<file path="src/rtl/spi_reg_pkg.sv">
// Package: shared types and constants for the SPI register access port.
// Assumes: one header byte, byte-wide SPI bursts, words a whole number of bytes.
package spi_reg_pkg;
    // Transaction phase: header byte first, then payload bytes.
    typedef enum logic {
        PH_HEADER = 1'b0,
        PH_DATA   = 1'b1
    } phase_e;

    // Header bit that selects a read when set.
    localparam int HDR_RD_BIT = 7;
endpackage

</file>
<file path="src/rtl/spi_pin_sync.sv">
// Module: spi_pin_sync
// Brings the asynchronous SPI pins into the system clock domain and detects
// SCK and select edges there.
// Assumes: clk runs several times faster than SCK; STAGES >= 2.
module spi_pin_sync #(
    parameter int STAGES = 2
) (
    input  logic clk,
    input  logic rst_n,
    input  logic sck_pin,
    input  logic cs_n_pin,
    input  logic mosi_pin,
    output logic sck_rise,
    output logic sck_fall,
    output logic cs_active,
    output logic cs_start,
    output logic mosi_s
);
    logic [STAGES-1:0] sck_chain;
    logic [STAGES-1:0] cs_chain;
    logic [STAGES-1:0] mosi_chain;
    logic              sck_last;
    logic              cs_last;
    logic              sck_s;
    logic              cs_s;

    // Purpose: shift each pin through its synchronizer chain (first stage).
    always_ff @(posedge clk) begin
        if (!rst_n) begin
            sck_chain[0]  <= 1'b0;
            cs_chain[0]   <= 1'b1;
            mosi_chain[0] <= 1'b0;
        end else begin
            sck_chain[0]  <= sck_pin;
            cs_chain[0]   <= cs_n_pin;
            mosi_chain[0] <= mosi_pin;
        end
    end

    for (genvar g = 1; g < STAGES; g++) begin : g_stage
        // Purpose: later synchronizer stages, one per extra stage.
        always_ff @(posedge clk) begin
            if (!rst_n) begin
                sck_chain[g]  <= 1'b0;
                cs_chain[g]   <= 1'b1;
                mosi_chain[g] <= 1'b0;
            end else begin
                sck_chain[g]  <= sck_chain[g-1];
                cs_chain[g]   <= cs_chain[g-1];
                mosi_chain[g] <= mosi_chain[g-1];
            end
        end
    end

    assign sck_s  = sck_chain[STAGES-1];
    assign cs_s   = cs_chain[STAGES-1];
    assign mosi_s = mosi_chain[STAGES-1];

    // Purpose: hold the previous synchronized level for edge detection.
    always_ff @(posedge clk) begin
        if (!rst_n) begin
            sck_last <= 1'b0;
            cs_last  <= 1'b1;
        end else begin
            sck_last <= sck_s;
            cs_last  <= cs_s;
        end
    end

    assign sck_rise  = sck_s & ~sck_last;
    assign sck_fall  = ~sck_s & sck_last;
    assign cs_active = ~cs_s;
    assign cs_start  = ~cs_s & cs_last;
endmodule

</file>
<file path="src/rtl/spi_byte_shifter.sv">
// Module: spi_byte_shifter
// Assembles MOSI bits into bytes on rising SCK and drives MISO bits on
// falling SCK, MSB first. Counts bits within the current burst.
// Assumes: edge pulses come from spi_pin_sync; tx_byte is stable before the
// falling edge that starts each byte.
module spi_byte_shifter #(
    parameter int BYTE_W = 8
) (
    input  logic              clk,
    input  logic              rst_n,
    input  logic              sck_rise,
    input  logic              sck_fall,
    input  logic              cs_active,
    input  logic              cs_start,
    input  logic              mosi_s,
    input  logic [BYTE_W-1:0] tx_byte,
    output logic [BYTE_W-1:0] rx_byte,
    output logic              byte_done,
    output logic              miso_q,
    output logic              miso_oe
);
    localparam int CNT_W = $clog2(BYTE_W);
    localparam logic [CNT_W-1:0] LAST_BIT = CNT_W'(BYTE_W - 1);

    logic [CNT_W-1:0]  bitcnt;
    logic [BYTE_W-1:0] shreg;

    // Purpose: receive shift register, bit counter and byte-complete pulse.
    always_ff @(posedge clk) begin
        if (!rst_n) begin
            bitcnt    <= '0;
            shreg     <= '0;
            rx_byte   <= '0;
            byte_done <= 1'b0;
        end else begin
            byte_done <= 1'b0;
            if (!cs_active || cs_start) begin
                bitcnt <= '0;
            end else if (sck_rise) begin
                shreg <= {shreg[BYTE_W-2:0], mosi_s};
                if (bitcnt == LAST_BIT) begin
                    bitcnt    <= '0;
                    byte_done <= 1'b1;
                    rx_byte   <= {shreg[BYTE_W-2:0], mosi_s};
                end else begin
                    bitcnt <= bitcnt + CNT_W'(1);
                end
            end
        end
    end

    // Purpose: MISO data on falling SCK and output enable from the select.
    always_ff @(posedge clk) begin
        if (!rst_n) begin
            miso_q  <= 1'b0;
            miso_oe <= 1'b0;
        end else begin
            miso_oe <= cs_active;
            if (!cs_active || cs_start) begin
                miso_q <= 1'b0;
            end else if (sck_fall) begin
                miso_q <= tx_byte[LAST_BIT - bitcnt];
            end
        end
    end

    // entering a transaction turns the MISO driver on.
    a_r8_oe_on_start: assert property (@(posedge clk) disable iff (!rst_n)
        cs_start |=> miso_oe);
    // a fresh select cannot deliver a byte on the next cycle.
    a_r10_no_instant_byte: assert property (@(posedge clk) disable iff (!rst_n)
        cs_start |=> !byte_done);
endmodule

</file>
<file path="src/rtl/spi_txn_ctrl.sv">
// Module: spi_txn_ctrl
// Decodes the header, groups payload bytes into words, issues register
// strobes and steps the address; supplies the next MISO byte on reads.
// Assumes: DATA_W is at least two bytes; the core returns reg_rdata in the
// same cycle as reg_rd.
module spi_txn_ctrl
    import spi_reg_pkg::*;
#(
    parameter int ADDR_W = 6,
    parameter int DATA_W = 16,
    parameter int BYTE_W = 8
) (
    input  logic              clk,
    input  logic              rst_n,
    input  logic              cs_active,
    input  logic              byte_done,
    input  logic [BYTE_W-1:0] rx_byte,
    input  logic [DATA_W-1:0] reg_rdata,
    output logic [BYTE_W-1:0] tx_byte,
    output logic [ADDR_W-1:0] reg_addr,
    output logic [DATA_W-1:0] reg_wdata,
    output logic              reg_wr,
    output logic              reg_rd
);
    localparam int WORD_BYTES = DATA_W / BYTE_W;
    localparam int IDX_W      = (WORD_BYTES > 2) ? $clog2(WORD_BYTES) : 1;
    localparam int HOLD_W     = DATA_W - BYTE_W;
    localparam logic [IDX_W-1:0] LAST_IDX = IDX_W'(WORD_BYTES - 1);

    phase_e            phase;
    logic              is_read;
    logic [IDX_W-1:0]  idx;
    logic [HOLD_W-1:0] hold;
    logic [DATA_W-1:0] rd_shift;
    logic [ADDR_W-1:0] addr_q;
    logic [DATA_W-1:0] wdata_q;
    logic              wr_q;
    logic              rd_q;
    logic              last_byte;

    assign last_byte = (idx == LAST_IDX);

    // Purpose: transaction sequencing, word assembly, strobes and address steps.
    always_ff @(posedge clk) begin
        if (!rst_n) begin
            phase    <= PH_HEADER;
            is_read  <= 1'b0;
            idx      <= '0;
            hold     <= '0;
            rd_shift <= '0;
            addr_q   <= '0;
            wdata_q  <= '0;
            wr_q     <= 1'b0;
            rd_q     <= 1'b0;
        end else begin
            wr_q <= 1'b0;
            rd_q <= 1'b0;
            if (wr_q) begin
                addr_q <= addr_q + ADDR_W'(1);
            end
            if (rd_q) begin
                rd_shift <= reg_rdata;
            end
            if (!cs_active) begin
                phase   <= PH_HEADER;
                is_read <= 1'b0;
                idx     <= '0;
            end else if (byte_done) begin
                if (phase == PH_HEADER) begin
                    phase   <= PH_DATA;
                    is_read <= rx_byte[HDR_RD_BIT];
                    addr_q  <= rx_byte[ADDR_W-1:0];
                    idx     <= '0;
                    rd_q    <= rx_byte[HDR_RD_BIT];
                end else begin
                    idx <= last_byte ? '0 : idx + IDX_W'(1);
                    if (is_read) begin
                        rd_shift <= rd_shift << BYTE_W;
                        if (last_byte) begin
                            addr_q <= addr_q + ADDR_W'(1);
                            rd_q   <= 1'b1;
                        end
                    end else if (last_byte) begin
                        wr_q    <= 1'b1;
                        wdata_q <= {hold, rx_byte};
                    end else begin
                        hold <= HOLD_W'({hold, rx_byte});
                    end
                end
            end
        end
    end

    assign tx_byte   = is_read ? rd_shift[DATA_W-1 -: BYTE_W] : '0;
    assign reg_addr  = addr_q;
    assign reg_wdata = wdata_q;
    assign reg_wr    = wr_q;
    assign reg_rd    = rd_q;

    // a write strobe lasts one cycle.
    a_r4_wr_single: assert property (@(posedge clk) disable iff (!rst_n)
        reg_wr |=> !reg_wr);
    // the address steps by one after each written word.
    a_r5_addr_step: assert property (@(posedge clk) disable iff (!rst_n)
        reg_wr |=> (reg_addr == $past(reg_addr) + ADDR_W'(1)));
    // reads and writes never strobe together.
    a_r7_rd_wr_excl: assert property (@(posedge clk) disable iff (!rst_n)
        !(reg_wr && reg_rd));
    // the direction stays fixed for the whole payload.
    a_r2_dir_stable: assert property (@(posedge clk) disable iff (!rst_n)
        (phase == PH_DATA && $past(phase) == PH_DATA) |-> $stable(is_read));
endmodule

</file>
<file path="src/rtl/spi_reg_port.sv">
// Module: spi_reg_port (top)
// SPI slave register access port: header plus one-way payload transactions
// mapped onto a synchronous register port.
// Assumes: clk at least several times the SCK rate; core read data combinational.
module spi_reg_port #(
    parameter int ADDR_W      = 6,
    parameter int DATA_W      = 16,
    parameter int SYNC_STAGES = 2
) (
    input  logic              clk,
    input  logic              rst_n,
    input  logic              spi_sck,
    input  logic              spi_cs_n,
    input  logic              spi_mosi,
    output logic              spi_miso,
    output logic              spi_miso_oe,
    output logic [ADDR_W-1:0] reg_addr,
    output logic [DATA_W-1:0] reg_wdata,
    output logic              reg_wr,
    output logic              reg_rd,
    input  logic [DATA_W-1:0] reg_rdata
);
    localparam int BYTE_W = 8;

    logic              sck_rise;
    logic              sck_fall;
    logic              cs_active;
    logic              cs_start;
    logic              mosi_s;
    logic [BYTE_W-1:0] rx_byte;
    logic [BYTE_W-1:0] tx_byte;
    logic              byte_done;

    spi_pin_sync #(.STAGES(SYNC_STAGES)) i_sync (
        .clk      (clk),
        .rst_n    (rst_n),
        .sck_pin  (spi_sck),
        .cs_n_pin (spi_cs_n),
        .mosi_pin (spi_mosi),
        .sck_rise (sck_rise),
        .sck_fall (sck_fall),
        .cs_active(cs_active),
        .cs_start (cs_start),
        .mosi_s   (mosi_s)
    );

    spi_byte_shifter #(.BYTE_W(BYTE_W)) i_shift (
        .clk      (clk),
        .rst_n    (rst_n),
        .sck_rise (sck_rise),
        .sck_fall (sck_fall),
        .cs_active(cs_active),
        .cs_start (cs_start),
        .mosi_s   (mosi_s),
        .tx_byte  (tx_byte),
        .rx_byte  (rx_byte),
        .byte_done(byte_done),
        .miso_q   (spi_miso),
        .miso_oe  (spi_miso_oe)
    );

    spi_txn_ctrl #(.ADDR_W(ADDR_W), .DATA_W(DATA_W), .BYTE_W(BYTE_W)) i_ctrl (
        .clk      (clk),
        .rst_n    (rst_n),
        .cs_active(cs_active),
        .byte_done(byte_done),
        .rx_byte  (rx_byte),
        .reg_rdata(reg_rdata),
        .tx_byte  (tx_byte),
        .reg_addr (reg_addr),
        .reg_wdata(reg_wdata),
        .reg_wr   (reg_wr),
        .reg_rd   (reg_rd)
    );

    // a read strobe only occurs while the port drives MISO.
    a_r6_rd_selected: assert property (@(posedge clk) disable iff (!rst_n)
        reg_rd |-> spi_miso_oe);
endmodule

</file>
<file path="config.mk">
export PLATFORM = sky130hd
export DESIGN_NAME = spi_reg_port
export DESIGN_NICKNAME = d
export VERILOG_FILES = /design/src/rtl/spi_reg_pkg.sv /design/src/rtl/spi_pin_sync.sv /design/src/rtl/spi_byte_shifter.sv /design/src/rtl/spi_txn_ctrl.sv /design/src/rtl/spi_reg_port.sv
export SDC_FILE = /design/constraint.sdc
export NUM_CORES = 1
export LEC_CHECK = 0
export BUFFER_PORTS_ARGS = -buffer_cell sky130_fd_sc_hd__buf_2
export CAP_MARGIN = 0
export CORE_MARGIN = 1.5
export CORE_UTILIZATION = 55
export CTS_BUF_LIST = sky130_fd_sc_hd__clkbuf_16
export CTS_CLUSTER_DIAMETER = 120
export DETAILED_ROUTE_END_ITERATION = 10
export GPL_TIMING_DRIVEN = 0
export PLACE_DENSITY = 0.88
export SKIP_CTS_REPAIR_TIMING = 1
export SLEW_MARGIN = 20
export SYNTH_ARGS = -nofsm -noshare
export SYNTH_HDL_FRONTEND = slang
export SYNTH_SLANG_ARGS = --single-unit
</file>
<file path="constraint.sdc">
create_clock -name clk -period 1.9 [get_ports clk]
set_input_delay 0.095 -clock clk [delete_from_list [all_inputs] [get_ports clk]]
set_output_delay 0.095 -clock clk [all_outputs]
set_load 0.05 [all_outputs]
</file>
==> impl_metrics.toml <==
[run_status]
status = "complete, but fails checks"
violations_in_the_final_reports = "negative hold slack"

[critical_path]
critical_path_depth = 5
crit_family = "simple AND/OR/NAND/NOR gates"
crit_path_top_delay_cell = "sky130_fd_sc_hd__nor4b_4"
end_kind = "flop"
critPathKind = "reg -> reg"
critical_path_arrival_ns = 2.01
worst_r2r_endpoint = "i_shift.rx_byte[4]$_SDFFE_PN0P_"
setup.worst_path.start = "i_sync.cs_s$_SDFF_PN1_"
regToRegSetupSlack_ns = 0.10
reg_to_reg_startpoint = "i_sync.cs_s$_SDFF_PN1_"
critical_path_peak_fanout = 8
timing.critical_path.cells = "nor4b_4 > and4_4 > buf_12 > mux2i_1 > nor2_1"
worstSetupStartpointType = "flop"
crit_buf_inv = 1
crit_required_ns = 2.11
critical-path-max-stage-delay_ns = 0.53
worst_r2r_path_depth = 5
setup.worst_path.end = "i_shift.rx_byte[4]$_SDFFE_PN0P_"

[synthesis]
synthDominantCellAreaShare_pct = 49.2
ys_seq_elements = 80
sequential_element_share_of_the_synthesized_area_pct = 49.2
post_synth_main_area_contributors = "sky130_fd_sc_hd__dfxtp_1 49%, sky130_fd_sc_hd__mux2i_1 16%, sky130_fd_sc_hd__nor2_1 6.8%, sky130_fd_sc_hd__nand2_1 3.2%, sky130_fd_sc_hd__a211oi_1 2.3%"
synth.cells.most_frequent = "80 x sky130_fd_sc_hd__dfxtp_1, 59 x sky130_fd_sc_hd__nor2_1, 52 x sky130_fd_sc_hd__mux2i_1, 28 x sky130_fd_sc_hd__nand2_1, 12 x sky130_fd_sc_hd__a21oi_1"
post_synth_inst_count = 330
synth_area_per_cell_um2 = 9.87
synthMostInstantiatedCell = "sky130_fd_sc_hd__dfxtp_1"
post_synth_edffs = 0
synth-async-reset-ratio_pct = 0
syn_nets = 354
yosysWarningCount = 0
synth_area_um2 = 3260
yosysTopAreaCell = "sky130_fd_sc_hd__dfxtp_1"
yosys_most_used_dff = "sky130_fd_sc_hd__dfxtp_1"
netlist-cell-type-count = 50

[place]
placedCellCount = 448
place.port_buffers = 46
place_congestion = 0.792
dp_hpwl_um = 4770

[timing]
worst_slew_pin_slew_ns = 0.758
final_hold_viol_count = 3
fmax_mhz = 556
period_share_pct = 94.7
clock_period_minus_final_worst_setup_slack_ns = 1.80
maxSlewViolCount = 0
hold_slack_ns = -0.00672
worst_clock_skew_ns = 0.00671
timing.final.setup_violations = 0
rsz_0062_raised_after_global_routing = "false"
relSlewSlack_pct = 49.1
setup_tns_ns = 0

[clock_tree]
cts_inserted_buffers = 9
htree_levels = 3
cts.root.buffer_cell = "sky130_fd_sc_hd__clkbuf_16"
cts.sink_count = 80
cts.path.max_buffers = 2
clk-insertion-delay-late_ns = 0.34
clk_pin_slew_ns = 0.06
tritoncts = "yes"

[floorplanning]
initial_utilization_pct = 58.1
floorplan.core_area_um2 = 5610
floorplan.die.height_um = 80.0
die_area_um2 = 6390
die-width_um = 80.0
ios = 47
floorplan.rows = 27

[power_and_ir_drop]
worst_ir_drop_vdd_mv = 0.616
cellLeakagePower_nw = 1.66
power_per_cell_area_nw_per_um2 = 890

[final_layout]
syn_to_final_growth_pct = 19.9
nNetsFinal = 414
drive_gt1_share_pct = 20.8
final_util_pct = 69.6
fin_cells = 467
antennaDiodeCount = 0

[route]
drt-pass1-iter-count = 4
routed-via-count = 2563
route.detailed.drc = 0
ant_nets = 0
route.final.wire_length_um = 7020
vias_per_cell = 5.49
drt-initial-drc-count = 205
post_drt_wl_per_cell_um = 15.0

[run]
drv_cap = 0

[grt]
grt.overflow.total = 0
grt_pass1_vias = 2421
maximum_number_of_pins_on_one_net_before_global_route_repair = 15
grt_first_pass_wirelength_um = 11300
grt.total_usage_pct = 23.4
grt_antenna_before_repair = 0

[min_path]
worstHoldPathType = "in -> reg"
-- registers in the layout, indices dropped and copies added, names as in the netlist, 3 cells and up --
| signal | flops |
|---|---|
| i_ctrl.hold | 8 |
| i_ctrl.rd_shift | 16 |
| i_ctrl.reg_addr | 6 |
| i_ctrl.reg_wdata | 16 |
| i_shift.bitcnt | 3 |
| i_shift.rx_byte | 8 |
| i_shift.shreg | 7 |
-- report_power, final --
part	switching [mW]	internal, mW	total [mW]
clock network	0.697	1.02	1.71
registers	0.00655	1.68	1.69
logic	0.0424	0.0295	0.0719
total	0.746	2.73	3.48
-- area by class of cell --
type,count,area [um2]
clock inverters,7,71.3
repair buffers,49,260
well taps,72,90.1
clock buffers,9,225
inverters,3,11.3
multi-input cells,228,1520
flip-flops and latches,80,1600
fillers,420,1700
plain buffers,19,123
-- worst min path at each step --
stage	startpoint	end	slack [ns]	cells after the start
3_5_place_dp	spi_cs_n	i_sync.cs_chain[0]$_SDFF_PN1_	0.29	2
5_1_grt	reg_rdata[0]	i_ctrl.rd_shift[0]$_SDFF_PN0_	0.006	3
3_3_place_gp	spi_cs_n	i_sync.cs_chain[0]$_SDFF_PN1_	0.29	2
2_1_floorplan	rst_n	i_sync.cs_chain[0]$_SDFF_PN1_	0.17	1
6_report	reg_rdata[0]	i_ctrl.rd_shift[0]$_SDFF_PN0_	-0.007	3
4_1_cts	spi_cs_n	i_sync.cs_chain[0]$_SDFF_PN1_	-0.06	2
-- layout by cell type, fill, tap and decap left out, types with 5 or more instances in the layout --
cell,netlist,layout
sky130_fd_sc_hd__a21oi_1,12,12
sky130_fd_sc_hd__a211oi_1,10,10
sky130_fd_sc_hd__nand2_1,28,28
sky130_fd_sc_hd__dfxtp_1,80,80
sky130_fd_sc_hd__buf_2,5,51
sky130_fd_sc_hd__clkbuf_1,8,8
sky130_fd_sc_hd__nor2_1,59,59
sky130_fd_sc_hd__nand2b_1,7,7
sky130_fd_sc_hd__mux2i_1,52,52
sky130_fd_sc_hd__clkbuf_16,0,9
sky130_fd_sc_hd__and2_1,5,5
-- worst reg2reg max path: cells and delay by family (launching register included) --
family                 cells  cell delay, ns
muxes                      1            0.22
buffers and inverters      1            0.13
and+or+nand+nor            3            0.90
DFF                        1            0.42
-- per-stage QoR --
| step | instance area [um2] | power, mW | setup WS, ns | hold WS (ns) |
|---|---|---|---|---|
| final | 3910 | 3.48 | 0.101 | -0.00672 |
| after global placement | 3580 | 1.79 | 0.193 | 0.290 |
| after CTS | 3870 | 3.49 | 0.115 | -0.0584 |
| after floorplan | 3260 | 1.76 | 0.0916 | 0.168 |
| after detailed placement | 3580 | 1.79 | 0.154 | 0.286 |
| after global routing | 3910 | 3.57 | 0.00592 | 0.00641 |
-- layer usage --
layer / part of all wire [%] / global-route usage [%] / wire length (um) / vias to the layer above
li1: - / - / - / 1255
met1: 46 / 31.6 / 3230 / 1241
met2: 48 / 34.5 / 3380 / 58
met3: 4.0 / 6.06 / 279 / 9
met4: 1.8 / 11.4 / 126 / 0
met5: 0 / 0 / 0 / -
-- kinds of logic (layout without fill, tap and decap cells) --
family | Yosys count | after routing | share of synthesized area [%]
AND/OR/NAND/NOR | 125 | 125 | 18.7
flip-flops | 80 | 80 | 49.2
multiplexers | 55 | 55 | 17.4
AO/OA/AOI/OAI | 39 | 39 | 7.91
buffers and inverters | 22 | 87 | 4.11
XOR/XNOR | 6 | 6 | 1.61
adder cells (fa/ha/maj) | 3 | 3 | 1.15
(Power assumes the default switching activity.)
